[src/rtl/dma_chan_pkg.sv]
package dma_chan_pkg;

  localparam int REG_CTL   = 0;
  localparam int REG_PADDR = 1;
  localparam int REG_MADDR = 2;
  localparam int REG_COUNT = 3;

  localparam int CTL_EN    = 0;
  localparam int CTL_DIR   = 1;
  localparam int CTL_CIRC  = 2;
  localparam int CTL_M2M   = 3;
  localparam int CTL_PINC  = 4;
  localparam int CTL_MINC  = 5;
  localparam int CTL_PSZ   = 6;
  localparam int CTL_MSZ   = 8;
  localparam int CTL_TCCLR = 10;

  localparam int SIDE_PER = 0;
  localparam int SIDE_MEM = 1;

  typedef enum logic [1:0] {
    ST_IDLE  = 2'd0,
    ST_READ  = 2'd1,
    ST_WRITE = 2'd2
  } xfer_state_e;

  typedef struct packed {
    logic            dir;
    logic            circ;
    logic            m2m;
    logic [1:0]      inc;
    logic [1:0][1:0] sz;
  } chan_cfg_t;

  function automatic logic [2:0] unit_bytes(input logic [1:0] sz);
    case (sz)
      2'd0:    return 3'd1;
      2'd1:    return 3'd2;
      default: return 3'd4;
    endcase
  endfunction

  function automatic logic [31:0] width_mask(input logic [1:0] sz);
    case (sz)
      2'd0:    return 32'h0000_00FF;
      2'd1:    return 32'h0000_FFFF;
      default: return 32'hFFFF_FFFF;
    endcase
  endfunction

  function automatic logic [31:0] adapt_width(input logic [31:0] data,
                                              input logic [1:0]  src_sz,
                                              input logic [1:0]  dst_sz);
    return data & width_mask(src_sz) & width_mask(dst_sz);
  endfunction

endpackage

[src/rtl/dma_cfg_regs.sv]
module dma_cfg_regs
  import dma_chan_pkg::*;
#(
  parameter int ADDR_W = 32,
  parameter int CNT_W  = 16
) (
  input  logic              clk,
  input  logic              rst_n,
  input  logic              we,
  input  logic [1:0]        sel,
  input  logic [31:0]       wdata,
  output chan_cfg_t         cfg,
  output logic              en,
  output logic [ADDR_W-1:0] per_base,
  output logic [ADDR_W-1:0] mem_base,
  output logic [CNT_W-1:0]  cnt_prog,
  output logic              load_evt,
  output logic              tc_clr
);

  logic ctl_wr, arm, open_wr;

  assign ctl_wr  = we && (sel == 2'(REG_CTL));
  assign open_wr = we && !en;
  assign arm     = ctl_wr && wdata[CTL_EN] && !en;
  assign tc_clr  = ctl_wr && wdata[CTL_TCCLR];

  always_ff @(posedge clk or negedge rst_n) begin
    if (!rst_n) begin
      en       <= 1'b0;
      cfg      <= '0;
      per_base <= '0;
      mem_base <= '0;
      cnt_prog <= '0;
      load_evt <= 1'b0;
    end else begin
      load_evt <= arm;
      if (ctl_wr) en <= wdata[CTL_EN];
      if (ctl_wr && !en) begin
        cfg.dir  <= wdata[CTL_DIR];
        cfg.circ <= wdata[CTL_CIRC];
        cfg.m2m  <= wdata[CTL_M2M];
        cfg.inc  <= {wdata[CTL_MINC], wdata[CTL_PINC]};
        cfg.sz   <= {wdata[CTL_MSZ+1:CTL_MSZ], wdata[CTL_PSZ+1:CTL_PSZ]};
      end
      if (open_wr && sel == 2'(REG_PADDR)) per_base <= wdata[ADDR_W-1:0];
      if (open_wr && sel == 2'(REG_MADDR)) mem_base <= wdata[ADDR_W-1:0];
      if (open_wr && sel == 2'(REG_COUNT)) cnt_prog <= wdata[CNT_W-1:0];
    end
  end

endmodule

[src/rtl/dma_addr_step.sv]
module dma_addr_step
  import dma_chan_pkg::*;
#(
  parameter int ADDR_W = 32
) (
  input  logic              clk,
  input  logic              rst_n,
  input  logic              load,
  input  logic              wrap,
  input  logic              adv,
  input  logic [ADDR_W-1:0] base,
  input  logic [1:0]        sz,
  input  logic              inc,
  output logic [ADDR_W-1:0] cur
);

  always_ff @(posedge clk or negedge rst_n) begin
    if (!rst_n)             cur <= '0;
    else if (load || wrap)  cur <= base;
    else if (adv && inc)    cur <= cur + ADDR_W'(unit_bytes(sz));
  end

endmodule

[src/rtl/dma_xfer_ctrl.sv]
module dma_xfer_ctrl
  import dma_chan_pkg::*;
#(
  parameter int CNT_W = 16
) (
  input  logic             clk,
  input  logic             rst_n,
  input  logic             en,
  input  logic             live,
  input  logic             m2m,
  input  logic             circ,
  input  logic             req_in,
  input  logic             load,
  input  logic [CNT_W-1:0] cnt_prog,
  input  logic [1:0]       src_sz,
  input  logic [1:0]       dst_sz,
  input  logic             bus_ack,
  input  logic [31:0]      bus_rdata,
  output logic             rd_phase,
  output logic             wr_phase,
  output logic [CNT_W-1:0] units_left,
  output logic             unit_done,
  output logic             last_unit,
  output logic             wrap_evt,
  output logic [31:0]      hold_data
);

  xfer_state_e state;
  logic        pend, start;

  assign start     = (state == ST_IDLE) && live && (units_left != '0) && (m2m || pend);
  assign rd_phase  = (state == ST_READ);
  assign wr_phase  = (state == ST_WRITE);
  assign unit_done = wr_phase && bus_ack;
  assign last_unit = unit_done && (units_left == CNT_W'(1));
  assign wrap_evt  = last_unit && circ;

  always_ff @(posedge clk or negedge rst_n) begin
    if (!rst_n) begin
      state      <= ST_IDLE;
      pend       <= 1'b0;
      units_left <= '0;
      hold_data  <= '0;
    end else begin
      if (!en)                pend <= 1'b0;
      else if (start && !m2m) pend <= req_in;
      else if (req_in)        pend <= 1'b1;

      if (load)             units_left <= cnt_prog;
      else if (wrap_evt)    units_left <= cnt_prog;
      else if (unit_done)   units_left <= units_left - CNT_W'(1);

      case (state)
        ST_IDLE:  if (start) state <= ST_READ;
        ST_READ:  if (bus_ack) begin
                    hold_data <= adapt_width(bus_rdata, src_sz, dst_sz);
                    state     <= ST_WRITE;
                  end
        ST_WRITE: if (bus_ack) state <= ST_IDLE;
        default:  state <= ST_IDLE;
      endcase
    end
  end

endmodule

[src/rtl/dma_chan_engine.sv]
module dma_chan_engine
  import dma_chan_pkg::*;
#(
  parameter int ADDR_W = 32,
  parameter int CNT_W  = 16
) (
  input  logic              clk,
  input  logic              rst_n,
  input  logic              cfg_we,
  input  logic [1:0]        cfg_sel,
  input  logic [31:0]       cfg_wdata,
  input  logic              xfer_req,
  output logic              bus_req,
  output logic              bus_we,
  output logic [ADDR_W-1:0] bus_addr,
  output logic [1:0]        bus_size,
  output logic [31:0]       bus_wdata,
  input  logic [31:0]       bus_rdata,
  input  logic              bus_ack,
  output logic              chan_on,
  output logic              tc_flag,
  output logic [CNT_W-1:0]  units_left
);

  localparam int NSIDE = 2;

  chan_cfg_t                     cfg;
  logic                          load_evt, tc_clr, live;
  logic                          rd_phase, wr_phase, unit_done, last_unit, wrap_evt;
  logic [ADDR_W-1:0]             per_base, mem_base;
  logic [CNT_W-1:0]              cnt_prog;
  logic [31:0]                   hold_data;
  logic [NSIDE-1:0][ADDR_W-1:0]  side_base, side_cur;
  logic [ADDR_W-1:0]             src_addr, dst_addr;
  logic [1:0]                    src_sz, dst_sz;

  dma_cfg_regs #(.ADDR_W(ADDR_W), .CNT_W(CNT_W)) u_regs (
    .clk(clk), .rst_n(rst_n), .we(cfg_we), .sel(cfg_sel), .wdata(cfg_wdata),
    .cfg(cfg), .en(chan_on), .per_base(per_base), .mem_base(mem_base),
    .cnt_prog(cnt_prog), .load_evt(load_evt), .tc_clr(tc_clr)
  );

  assign side_base[SIDE_PER] = per_base;
  assign side_base[SIDE_MEM] = mem_base;

  for (genvar s = 0; s < NSIDE; s++) begin : g_side
    dma_addr_step #(.ADDR_W(ADDR_W)) u_step (
      .clk(clk), .rst_n(rst_n), .load(load_evt), .wrap(wrap_evt), .adv(unit_done),
      .base(side_base[s]), .sz(cfg.sz[s]), .inc(cfg.inc[s]), .cur(side_cur[s])
    );
  end

  assign src_addr = cfg.dir ? side_cur[SIDE_MEM] : side_cur[SIDE_PER];
  assign dst_addr = cfg.dir ? side_cur[SIDE_PER] : side_cur[SIDE_MEM];
  assign src_sz   = cfg.dir ? cfg.sz[SIDE_MEM]   : cfg.sz[SIDE_PER];
  assign dst_sz   = cfg.dir ? cfg.sz[SIDE_PER]   : cfg.sz[SIDE_MEM];
  assign live     = chan_on && !load_evt;

  dma_xfer_ctrl #(.CNT_W(CNT_W)) u_ctrl (
    .clk(clk), .rst_n(rst_n), .en(chan_on), .live(live), .m2m(cfg.m2m),
    .circ(cfg.circ), .req_in(xfer_req), .load(load_evt), .cnt_prog(cnt_prog),
    .src_sz(src_sz), .dst_sz(dst_sz), .bus_ack(bus_ack), .bus_rdata(bus_rdata),
    .rd_phase(rd_phase), .wr_phase(wr_phase), .units_left(units_left),
    .unit_done(unit_done), .last_unit(last_unit), .wrap_evt(wrap_evt),
    .hold_data(hold_data)
  );

  assign bus_req   = rd_phase || wr_phase;
  assign bus_we    = wr_phase;
  assign bus_addr  = wr_phase ? dst_addr : src_addr;
  assign bus_size  = wr_phase ? dst_sz : src_sz;
  assign bus_wdata = hold_data;

  always_ff @(posedge clk or negedge rst_n) begin
    if (!rst_n)         tc_flag <= 1'b0;
    else if (last_unit) tc_flag <= 1'b1;
    else if (tc_clr)    tc_flag <= 1'b0;
  end

endmodule

[config.mk]
export PLATFORM = sky130hd
export DESIGN_NAME = dma_chan_engine
export DESIGN_NICKNAME = d
export VERILOG_FILES = /design/src/rtl/dma_chan_pkg.sv /design/src/rtl/dma_cfg_regs.sv /design/src/rtl/dma_addr_step.sv /design/src/rtl/dma_xfer_ctrl.sv /design/src/rtl/dma_chan_engine.sv
export SDC_FILE = /design/constraint.sdc
export NUM_CORES = 1
export LEC_CHECK = 0
export BUFFER_PORTS_ARGS = -buffer_cell sky130_fd_sc_hd__buf_4
export CAP_MARGIN = 40
export CORE_AREA = 2 2 139 141
export CTS_BUF_LIST = sky130_fd_sc_hd__clkbuf_16
export DETAILED_ROUTE_END_ITERATION = 16
export DIE_AREA = 0 0 141 143
export PLACE_DENSITY = 0.88
export SLEW_MARGIN = 20
export SYNTH_ARGS = -nofsm -noshare
export SYNTH_HDL_FRONTEND = slang
export SYNTH_HIERARCHICAL = 1
export SYNTH_SLANG_ARGS = --single-unit
[constraint.sdc]
create_clock -name clk -period 3.3 [get_ports clk]
set_clock_uncertainty 0.15 [all_clocks]
set_input_delay 0.495 -clock clk [delete_from_list [all_inputs] [get_ports clk]]
set_output_delay 0.495 -clock clk [all_outputs]
set_load 0.02 [all_outputs]
==> results.cfg <==
[run_status]
outcome = completed

[placed_design]
port_buffers = 156
preCtsSetupSlack_ns = 0.440
placed_area_sq_um = 11800
place.gp.congestion = 0.939
dp_hpwl_um = 18300

[final_layout]
layout_common_cells = 207 x dfrtp_1, 163 x buf_4, 131 x mux2_2, 81 x nor2_1, 72 x a21oi_1
layout_commonest_cell = dfrtp_1
antennaDiodeCount = 0
nNetsFinal = 1150
drive_gt1_share_pct = 34.6
final_cell_area_sq_um = 12500
syn_to_final_growth_pct = 20.0

[clock_tree]
cts_tree = yes
clk_pin_slew_ns = 0.06
clk_latency_ns = 0.52
cts_root_buf = clkbuf_16
cts_sinks = 207
htree_levels = 1
cts_made_buffers = 23
cts_buffer_depth = 3

[logic_synthesis]
synth_compound_area_share_pct = 8.25
yosys.area_share.adder_pct = 1.35
async_flop_share_pct = 100
synth_area_sq_um = 10400
yosysSeqAreaShare_pct = 49.8
synth_top_area_share_pct = 49.8
yosysTopAreaCell = dfrtp_1
synth_area_per_cell_sq_um = 11.3
yosysUniqueCellTypes = 74
ys_seq_elements = 207
dominantRegCellSynth = dfrtp_1
synth.area.top_cells = dfrtp_1 50%, mux2_2 14%, a21oi_1 3.5%, xnor2_1 3.0%, nor2_1 3.0%
synth_edf_count = 0
yosys.area_share.simple_pct = 16.8
syn-num-nets = 1002
synthMuxAreaShare_pct = 15.7
synth_top_family_by_area = simple AND/OR/NAND/NOR gates
synthCells = 921
synth_xor_area_share_pct = 5.21
yosys_warnings = 6

[floorplanning]
pin_count = 157
die_w_um = 141
dieArea_sq_um = 20200
die_y_um = 143
core-area_sq_um = 18600
num_rows = 50
floorplan.initialDensity_pct = 56.0

[run]
maxCapViolCount = 0

[route]
drc = 0
first_pass_iters = 5
postRouteWirelength_um = 26800
vias_per_cell = 6.12
ant_nets = 0
vias = 8045
avgRoutedWirePerCell_um = 20.4
drt_first_iter_violations = 601

[hold_path]
min_delay_path_depth = 2
hp-class = in2reg

[pwr]
combPwrFrac_pct = 38.3
p_int_w = 0.00651
total_power_w = 0.0105
sequentialPowerShare_pct = 40.1
switchingPower_w = 0.00397
irDropWorstVdd_v = 0.000493
clock_power_share_pct = 21.7
total_leakage_power_nw = 5.36
p_sw_share_pct = 37.9
power_density_nw_per_um2 = 839

[setup_path]
setup.worst_path.class = reg2out
cp-end-kind = output pin
crit_arrival_ns = 2.52
worstRegToRegCells = 8
critPathRequiredTime_ns = 2.65
crit_fanout = 34
start_kind = register

[global_route]
grt_pass1_wl_um = 43100
track_usage_pct = 26.9
grt_max_degree = 97
grt-ovfl-total = 0
grt_pass1_vias = 8156
antenna_found_initial = 0

[sta]
setup_tns_ns = 0
max_freq_mhz = 316
relSlewSlack_pct = 41.5
rsz0062_at_grt = false
hold_viol = 0
period_share_pct = 95.8
worst_slack_ns = 0.138
slew_viol_final = 0
finalSetupViolCount = 0
worst_pin_slew_ns = 0.874
period_minus_slack_ns = 3.16
-- layout make-up --
type                            instances  area, sq um
Clock buffer                           23          576
Clock inverter                         14         80.1
Fill cell                            1300         6090
Inverter                                8         30.0
Multi-Input combinational cell        659         4970
Sequential cell                       207         5180
Tap cell                              234          293
Timing Repair Buffer                  170         1360
-- critical path, cell delays in order, from the launching register on --
cell     delay [ns]
dfrtp_1        0.42
nor2b_2        0.39
xor2_4         0.16
buf_4          0.43
mux2_2         0.42
buf_4          0.16
-- metrics by stage --
stage / cells / hold slack, ns / utilization [%]
floorplan: 921 / 0.0494 / -
detailed placement: 1275 / 0.321 / 63.4
finish: 1315 / 0.0495 / 67.2
global placement: 1275 / 0.312 / 63.4
global route: 1315 / 0.0380 / 67.2
CTS: 1313 / 0.0394 / 66.9
-- power by group through the flow --
stage          Sequential (W)  Clock, W  Combinational (W)
5_1_grt               0.00430   0.00239            0.00429
6_report              0.00420   0.00227            0.00401
2_1_floorplan         0.00412         0            0.00251
3_5_place_dp          0.00418         0            0.00397
4_1_cts               0.00416   0.00230            0.00402
3_3_place_gp          0.00414         0            0.00387
-- timing repair --
action / CTS / global route
hold endpoints to repair: 93 / 0
setup endpoints to repair: 1 / 0
resized for setup: 1 / 0
setup buffers: 0 / 0
hold buffers: 1 / 0
-- cell families after synthesis --
| family | Yosys count |
|---|---|
| flops | 207 |
| buf+inv | 55 |
| simple gates | 305 |
| compound gates | 138 |
| fa+ha+maj | 10 |
| xor+xnor | 61 |
| mux | 145 |
-- worst paths after layout --
| check | from | to | slack, ns |
|---|---|---|---|
| worst max register to register | u_ctrl/units_left[4] | g_side[0].u_step/cur[10] | 0.47 |
| worst min register to register | u_ctrl/hold_data[23] | u_ctrl/hold_data[23] | 0.32 |
| worst max-delay path | u_ctrl/state[1] | bus_addr[14] | 0.14 |
| worst min-delay path | bus_rdata[13] | u_ctrl/hold_data[13] | 0.05 |
| min in group asynchronous | rst_n | u_ctrl/units_left[0] | 0.32 |
| max in group asynchronous | rst_n | u_ctrl/hold_data[9] | 1.67 |
-- synth_stat cells, types with 4 or more instances --
| library cell | n |
|---|---|
| xor2_1 | 24 |
| a22o_1 | 8 |
| nor2b_1 | 5 |
| buf_6 | 11 |
| and3_2 | 4 |
| dfrtp_1 | 207 |
| nor3_1 | 19 |
| xnor2_1 | 36 |
| mux2i_1 | 6 |
| nand2_1 | 65 |
| a211oi_1 | 4 |
| mux2_1 | 7 |
| mux2_2 | 131 |
| nand3_1 | 24 |
| buf_4 | 4 |
| and3_1 | 14 |
| inv_1 | 8 |
| and4_1 | 8 |
| nor4b_4 | 4 |
| a21oi_1 | 72 |
| nor4_2 | 6 |
| o21ai_0 | 23 |
| clkbuf_2 | 4 |
| and2_1 | 11 |
| clkbuf_1 | 24 |
| ha_1 | 8 |
| nand4_1 | 23 |
| nor2_1 | 83 |
-- state kept, by name, indices dropped and copies added, names as in the netlist --
name / flops
u_regs/en: 1
tc_flag: 1
g_side.u_step/cur: 64
u_ctrl/state: 2
u_regs/load_evt: 1
u_regs/cnt_prog: 16
u_ctrl/pend: 1
u_ctrl/hold_data: 32
u_regs/per_base: 32
u_ctrl/units_left: 16
u_regs/mem_base: 32
u_regs/cfg: 9
-- routing by layer --
layer / part of all wire (%) / vias up / GRT usage, % / routed length [um]
li1: - / 3603 / - / -
met1: 41 / 4003 / 36.3 / 11000
met2: 48 / 365 / 43.6 / 12800
met4: 3.3 / 0 / 9.00 / 885
met3: 8.0 / 74 / 6.20 / 2160
met5: 0 / - / 0 / 0
Note: power is estimated with default switching activity, not from simulation.
